$ cat src/rtl/pmod_pkg.sv
package pmod_pkg;

  // b^e mod m by repeated multiplication (elaboration only)
  function automatic int unsigned pow_mod(int unsigned b, int unsigned e, int unsigned m);
    int unsigned r;
    r = 1;
    for (int unsigned i = 0; i < e; i++) r = (r * b) % m;
    return r;
  endfunction

  // loose upper bound of the weighted chunk sum
  function automatic int unsigned sum_bound(int unsigned cw, int unsigned nch,
                                            int unsigned fold, int unsigned m);
    int unsigned s;
    s = 0;
    for (int unsigned i = 0; i < nch; i++)
      s = s + ((32'd1 << cw) - 1) * pow_mod(fold, i, m);
    return s;
  endfunction

endpackage

$ cat src/rtl/pmod_cmul.sv
// constant multiply built from wired shifts and adds
module pmod_cmul #(
  parameter int unsigned IN_W  = 11,
  parameter int unsigned K     = 9,
  parameter int unsigned OUT_W = 18
) (
  input  logic [IN_W-1:0]  val_i,
  output logic [OUT_W-1:0] prod_o
);
  localparam int unsigned KW = $clog2(K + 1);

  logic [OUT_W-1:0] part [KW+1];
  assign part[0] = '0;

  for (genvar k = 0; k < KW; k++) begin : g_tap
    if (((K >> k) & 1) != 0) begin : g_on
      assign part[k+1] = part[k] + (OUT_W'(val_i) << k);
    end else begin : g_off
      assign part[k+1] = part[k];
    end
  end

  assign prod_o = part[KW];
endmodule

$ cat src/rtl/pmod_fold.sv
// folds bits at weight 2^CW and above back as FOLD times their value
module pmod_fold #(
  parameter int unsigned IN_W  = 18,
  parameter int unsigned CW    = 11,
  parameter int unsigned FOLD  = 9,
  parameter int unsigned OUT_W = 12
) (
  input  logic [IN_W-1:0]  val_i,
  output logic [OUT_W-1:0] val_o
);
  localparam int unsigned HI_W = IN_W - CW;

  logic [HI_W-1:0]  hi;
  logic [CW-1:0]    lo;
  logic [OUT_W-1:0] hi_scaled;

  assign hi = val_i[IN_W-1:CW];
  assign lo = val_i[CW-1:0];

  pmod_cmul #(.IN_W(HI_W), .K(FOLD), .OUT_W(OUT_W)) u_mul (
    .val_i (hi),
    .prod_o(hi_scaled)
  );

  assign val_o = OUT_W'(lo) + hi_scaled;
endmodule

$ cat src/rtl/pmod_subsel.sv
// two-candidate subtract and select: keeps s or s - MOD, whichever is non-negative
module pmod_subsel #(
  parameter int unsigned IN_W  = 12,
  parameter int unsigned OUT_W = 11,
  parameter int unsigned MOD   = 2039
) (
  input  logic [IN_W-1:0]  val_i,
  output logic [OUT_W-1:0] idx_o
);
  logic [IN_W:0] diff;
  logic          neg;

  assign diff = {1'b0, val_i} - (IN_W + 1)'(MOD);
  assign neg  = diff[IN_W];

  always_comb begin
    if (neg) idx_o = OUT_W'(val_i);
    else     idx_o = OUT_W'(diff);
  end
endmodule

$ cat src/rtl/pmod_index.sv
module pmod_index #(
  parameter int unsigned ADDR_W   = 32,
  parameter int unsigned OFFS_W   = 6,
  parameter int unsigned CHUNK_W  = 11,
  parameter int unsigned SET_CNT  = 2039,
  parameter int unsigned NUM_FOLD = 2,
  parameter bit          REG_OUT  = 1'b1
) (
  input  logic               clk_i,
  input  logic               rst_ni,
  input  logic               valid_i,
  input  logic [ADDR_W-1:0]  addr_i,
  output logic               valid_o,
  output logic [CHUNK_W-1:0] index_o
);
  localparam int unsigned BLK_W   = ADDR_W - OFFS_W;
  localparam int unsigned NCHUNK  = (BLK_W + CHUNK_W - 1) / CHUNK_W;
  localparam int unsigned PAD_W   = NCHUNK * CHUNK_W;
  localparam int unsigned FOLD    = (1 << CHUNK_W) - SET_CNT;
  localparam int unsigned SUM_MAX = pmod_pkg::sum_bound(CHUNK_W, NCHUNK, FOLD, SET_CNT);
  localparam int unsigned SUM_W   = $clog2(SUM_MAX + 1);
  localparam int unsigned FW      = CHUNK_W + 1;

  logic [PAD_W-1:0] blk_pad;
  assign blk_pad = PAD_W'(addr_i >> OFFS_W);

  // weighted chunk terms
  logic [SUM_W-1:0] term [NCHUNK];
  logic [SUM_W-1:0] acc  [NCHUNK+1];
  assign acc[0] = '0;

  for (genvar i = 0; i < NCHUNK; i++) begin : g_chunk
    localparam int unsigned WGT = pmod_pkg::pow_mod(FOLD, i, SET_CNT);
    pmod_cmul #(.IN_W(CHUNK_W), .K(WGT), .OUT_W(SUM_W)) u_wgt (
      .val_i (blk_pad[i*CHUNK_W +: CHUNK_W]),
      .prod_o(term[i])
    );
    assign acc[i+1] = acc[i] + term[i];
  end

  // carry fold-back stages
  logic [FW-1:0] fold_v [NUM_FOLD];

  pmod_fold #(.IN_W(SUM_W), .CW(CHUNK_W), .FOLD(FOLD), .OUT_W(FW)) u_fold0 (
    .val_i(acc[NCHUNK]),
    .val_o(fold_v[0])
  );

  for (genvar f = 1; f < NUM_FOLD; f++) begin : g_fold
    pmod_fold #(.IN_W(FW), .CW(CHUNK_W), .FOLD(FOLD), .OUT_W(FW)) u_fold (
      .val_i(fold_v[f-1]),
      .val_o(fold_v[f])
    );
  end

  logic [CHUNK_W-1:0] idx_c;

  pmod_subsel #(.IN_W(FW), .OUT_W(CHUNK_W), .MOD(SET_CNT)) u_sel (
    .val_i(fold_v[NUM_FOLD-1]),
    .idx_o(idx_c)
  );

  if (REG_OUT) begin : g_reg
    logic               valid_q;
    logic [CHUNK_W-1:0] idx_q;
    always_ff @(posedge clk_i or negedge rst_ni) begin
      if (!rst_ni) begin
        valid_q <= 1'b0;
        idx_q   <= '0;
      end else begin
        valid_q <= valid_i;
        if (valid_i) idx_q <= idx_c;
      end
    end
    assign valid_o = valid_q;
    assign index_o = idx_q;
  end else begin : g_comb
    assign valid_o = valid_i;
    assign index_o = idx_c;
  end
endmodule

$ cat config.mk
export PLATFORM = sky130hd
export DESIGN_NAME = pmod_index
export DESIGN_NICKNAME = d
export VERILOG_FILES = /design/src/rtl/pmod_pkg.sv /design/src/rtl/pmod_cmul.sv /design/src/rtl/pmod_fold.sv /design/src/rtl/pmod_subsel.sv /design/src/rtl/pmod_index.sv
export SDC_FILE = /design/constraint.sdc
export NUM_CORES = 1
export LEC_CHECK = 0
export BUFFER_PORTS_ARGS = -buffer_cell sky130_fd_sc_hd__buf_2
export CORE_MARGIN = 2
export CORE_UTILIZATION = 53
export CTS_BUF_LIST = sky130_fd_sc_hd__clkbuf_16
export DETAILED_ROUTE_END_ITERATION = 6
export HOLD_SLACK_MARGIN = 0.05
export PLACE_DENSITY = 0.87
export SYNTH_ARGS = -nofsm -noshare
export SYNTH_HDL_FRONTEND = slang
export SYNTH_SLANG_ARGS = --single-unit
$ cat constraint.sdc
create_clock -name clk_i -period 0.9 [get_ports clk_i]
set_clock_uncertainty 0.15 [all_clocks]
set_input_delay 0.045 -clock clk_i [delete_from_list [all_inputs] [get_ports clk_i]]
set_output_delay 0.045 -clock clk_i [all_outputs]
set_load 0.05 [all_outputs]
==> results.sh, run 1 <==
export IMPL_grt_overflow=43
export IMPL_yosysWarningCount=0
export IMPL_grt_pass1_vias=5352
export IMPL_root_buffer="clkbuf_16"
export IMPL_synth_cell_type_count=63
export IMPL_syn_inst=342
export IMPL_synth_edf_count=0
export IMPL_row_count=26
export IMPL_synth_xor_area_share_pct=9.757
export IMPL_die_w_um=76.46
export IMPL_cts_sinks=12
export IMPL_stop_stage="5_1_grt"
export IMPL_synth_cell_area_um2=2783
export IMPL_place_inst=581
export IMPL_async_flop_share_pct=100.0
export IMPL_synth_top_family_by_area="adder cells"
export IMPL_synth_compound_gate_area_share_pct=27.79
export IMPL_clk_path_buf_depth=2
export IMPL_gp_congestion=0.9760
export IMPL_avgSynthCellArea_um2=8.136
export IMPL_cts_max_level=1
export IMPL_preCtsSetupSlack_ps=-6650
export IMPL_ys_seq_area_share_pct=10.79
export IMPL_grt_max_degree=21
export IMPL_synth_mux_area_share_pct=0
export IMPL_io_pins=47
export IMPL_synth_fa_ha_area_share_pct=28.15
export IMPL_stop_error="[ERROR GRT-0116] Global routing finished with congestion. Check the congestion regions in the DRC Viewer."
export IMPL_status="did not finish"
export IMPL_numCtsBuffers=3
export IMPL_hpwl_um=8274
export IMPL_die_h_um=76.46
export IMPL_grt_pass1_wl_um=29950
export IMPL_grt_usage_pct=66.52
export IMPL_ys_ff_latch=12
export IMPL_initial_utilization_pct=54.83
export IMPL_portBuffers=40
export IMPL_synth_simple_area_share_pct=17.36
export IMPL_ys_flop_type="dfrtp_1"
==> cell families after synthesis <==
| group | Yosys count |
|---|---|
| other | 1 |
| buffers and inverters | 44 |
| AND/OR/NAND/NOR | 90 |
| AO/OA/AOI/OAI | 111 |
| adder cells (fa/ha/maj) | 53 |
| flip-flops | 12 |
| XOR/XNOR | 31 |
==> layer usage <==
metal / GRT overflow / GRT usage (%)
met4: 20 / 84.00
met2: 22 / 93.27
met5: 0 / 0
met3: 0 / 38.98
met1: 1 / 59.65
==> stage by stage <==
step / TNS [ps] / hold WS, ps / area (um2)
CTS: -68130 / 31.17 / 4778
detailed placement: -72380 / -218.6 / 4194
global placement: -67300 / -221.4 / 4194
floorplan: -63520 / -400.6 / 2943
==> cells in the mapped netlist, types with 3 or more instances <==
master | count | area [um2]
nand2b_1 | 4 | 25.02
xnor2_1 | 19 | 166.4
inv_1 | 39 | 146.4
nor3_1 | 4 | 20.02
a31oi_1 | 5 | 31.28
dfrtp_1 | 12 | 300.3
nor2_1 | 25 | 93.84
o211ai_1 | 5 | 37.54
o21ai_1 | 4 | 20.02
nor2b_1 | 5 | 31.28
nand2_1 | 16 | 60.06
o21bai_1 | 5 | 37.54
o31ai_1 | 4 | 30.03
o21ai_0 | 12 | 60.06
nand3_1 | 3 | 15.01
and2_1 | 4 | 25.02
a21oi_1 | 29 | 145.1
a211oi_1 | 9 | 67.56
fa_1 | 16 | 320.3
or2_2 | 3 | 18.77
a211o_1 | 3 | 26.28
and3_1 | 5 | 31.28
xor2_1 | 12 | 105.1
a21o_1 | 10 | 75.07
ha_1 | 37 | 462.9
or3_1 | 4 | 25.02
==> what timing repair did <==
item	4_1_cts
hold endpoints to repair	13
buffers inserted	20
endpoints found under the setup margin	23
hold buffers	1
gates cloned	0
pin swaps	39
gates resized for setup	73
==> inputs of run 2 (changes only) <==
- CORE_UTILIZATION: 53 -> 40
- CTS_BUF_LIST: sky130_fd_sc_hd__clkbuf_16 -> not set
- HOLD_SLACK_MARGIN: 0.05 -> not set
- PLACE_DENSITY: 0.87 -> not set
- PLACE_DENSITY_LB_ADDON: not set -> 0.15
- clock period: 0.9 -> 1.17 ns (I/O delays scaled with it)
==> results.sh, run 2 <==
export IMPL_initial_utilization_pct=41.19
export IMPL_clock_fmax_mhz=140.7
export IMPL_yosys_area_top_type_share_pct=16.64
export IMPL_crit_family="buffers and inverters"
export IMPL_async_flop_share_pct=100.0
export IMPL_wirelength_um=8965
export IMPL_avgSynthCellArea_um2=8.136
export IMPL_n_antenna_cell=0
export IMPL_numCtsBuffers=3
export IMPL_vias=3308
export IMPL_antenna_found_initial=0
export IMPL_final_cell_mix="168 x buf_4, 39 x inv_1, 38 x buf_2"
export IMPL_core_area_um2=6756
export IMPL_crit_path_top_delay_cell="fa_2"
export IMPL_hpwl_um=6786
export IMPL_rsz0062_at_grt="true"
export IMPL_cts_tree="yes"
export IMPL_grt_max_degree=13
export IMPL_grt_overflow=0
export IMPL_path_buf_inv=20
export IMPL_clk_path_buf_depth=2
export IMPL_largest_register_ffs=11
export IMPL_fin_setup_tns_ps=-64970
export IMPL_syn_inst=342
export IMPL_dieArea_um2=7640
export IMPL_ys_seq_area_share_pct=10.79
export IMPL_setup_viol=11
export IMPL_synthToLayoutAreaGrowth_pct=72.17
export IMPL_synthTopCellsByCount="39 x inv_1, 37 x ha_1, 29 x a21oi_1"
export IMPL_critPathMaxFanout=5
export IMPL_portBuffers=40
export IMPL_die_h_um=87.41
export IMPL_grt_pass1_wl_um=15030
export IMPL_cp_required_ps=1160
export IMPL_drv_cap=0
export IMPL_synth_edf_count=0
export IMPL_hold_depth=3
export IMPL_finalWorstSetupSlack_ps=-5937
export IMPL_die_w_um=87.41
export IMPL_yosys_top_cells_area="ha_1 17%, fa_1 12%, dfrtp_1 11%"
export IMPL_path_depth=43
export IMPL_drt_vias_per_instance=5.218
export IMPL_hold_viol=0
export IMPL_busiest_layer="met2"
export IMPL_status="complete, but fails checks"
export IMPL_nNetsFinal=643
export IMPL_gp_congestion=0.8612
export IMPL_slowest_delay_ps=350
export IMPL_ant_nets=0
export IMPL_worstPathArrival_ps=7100
export IMPL_fill_cells=516
export IMPL_synth_cell_area_um2=2783
export IMPL_clk_pin_slew_ps=60
export IMPL_fin_cells=634
export IMPL_tightestPinTransition_ps=512.0
export IMPL_startpoint_type="input pin"
export IMPL_root_buffer="clkbuf_8"
export IMPL_cts_sinks=12
export IMPL_fin_crit_sh_pct=607.4
export IMPL_grt_pass1_vias=3453
export IMPL_min_path_type="input pin to flop"
export IMPL_row_count=30
export IMPL_yosysMostFrequentCell="inv_1"
export IMPL_drtIter0Drc=133
export IMPL_drv_slew=0
export IMPL_reg2reg_depth=1
export IMPL_layout_commonest_cell="buf_4"
export IMPL_violations="setup timing"
export IMPL_end_kind="flop"
export IMPL_relSlewSlack_pct=65.74
export IMPL_timing_hold_ws_ps=42.18
export IMPL_drt_wirelength_per_cell_um=14.14
export IMPL_drc=0
export IMPL_cts_max_level=1
export IMPL_synth_cell_type_count=63
export IMPL_use_met1_pct=27.40
export IMPL_dr_pass1_iters=4
export IMPL_yosysWarningCount=0
export IMPL_ys_ff_latch=12
export IMPL_cpMostUsedCell="buf_4"
export IMPL_layout_drive_gt1_share_pct=48.56
export IMPL_grt_use_met3_pct=2.749
export IMPL_criticalPathCategory="input pin to flop"
export IMPL_io_pins=47
export IMPL_grtUsageMet2_pct=46.63
export IMPL_ys_flop_type="dfrtp_1"
export IMPL_insertion_delay_ps=250
export IMPL_grt_usage_pct=24.27
export IMPL_place_inst=591
export IMPL_yosysTopAreaCell="ha_1"
export IMPL_fin_crit_ps=7107
run 2: routing by layer:
metal | part of all wire, % | up-vias
met1 | 41 | 1559
met4 | 2.6 | 0
met5 | 0 | -
met3 | 2.3 | 18
li1 | - | 1669
met2 | 54 | 62
run 2: cells by family after synthesis:
kind of cell             synth area share, %
other                                 0.1348
buffers and inverters                  6.025
AND/OR/NAND/NOR                        17.36
AO/OA/AOI/OAI                          27.79
XOR/XNOR                               9.757
adder cells (fa/ha/maj)                28.15
flip-flops                             10.79
run 2: tightest hold or removal path, stage by stage:
cell     delay, ps
buf_2          110
buf_4          160
a31oi_1         80
run 2: path summary, 6_finish.rpt:
path	from	to	slack, ps
setup / recovery	addr_i[17]	index_o[5]	-5940
hold / removal	valid_i	index_o[2]	40
setup reg to reg	index_o[5]	index_o[5]	170
hold reg to reg	index_o[6]	index_o[6]	350
max in group asynchronous	rst_ni	index_o[8]	590
min in group asynchronous	rst_ni	index_o[5]	70
run 2: area by class of cell:
class / instances / area [um2] / share of cell area [%]
repair buffers: 210 / 1498 / 31.26
inverters: 39 / 146.4 / 3.056
clock buffers: 4 / 55.05 / 1.149
flip-flops and latches: 12 / 300.3 / 6.268
well taps: 80 / 100.1 / 2.089
multi-input cells: 289 / 2691 / 56.18
run 2: timing repair:
action	CTS	global route
hold buffers	2	0
setup endpoints to repair	11	11
pin swaps	15	20
buffers inserted	28	8
hold endpoints to repair	13	0
cloned	1	0
gates resized for setup	24	16
run 2: through the flow:
stage,instance area [um2],util [%],worst slack (ps)
6_report,4791,70.91,-5937
5_1_grt,4791,70.91,-6294
4_1_cts,4651,68.83,-5715
3_5_place_dp,4207,62.26,-6298
3_3_place_gp,4207,62.26,-6197
2_1_floorplan,2943,-,-5608
Power of run 2 is not shown: default switching activity piles up to over one toggle a cycle in this logic, so the estimate is an artifact.
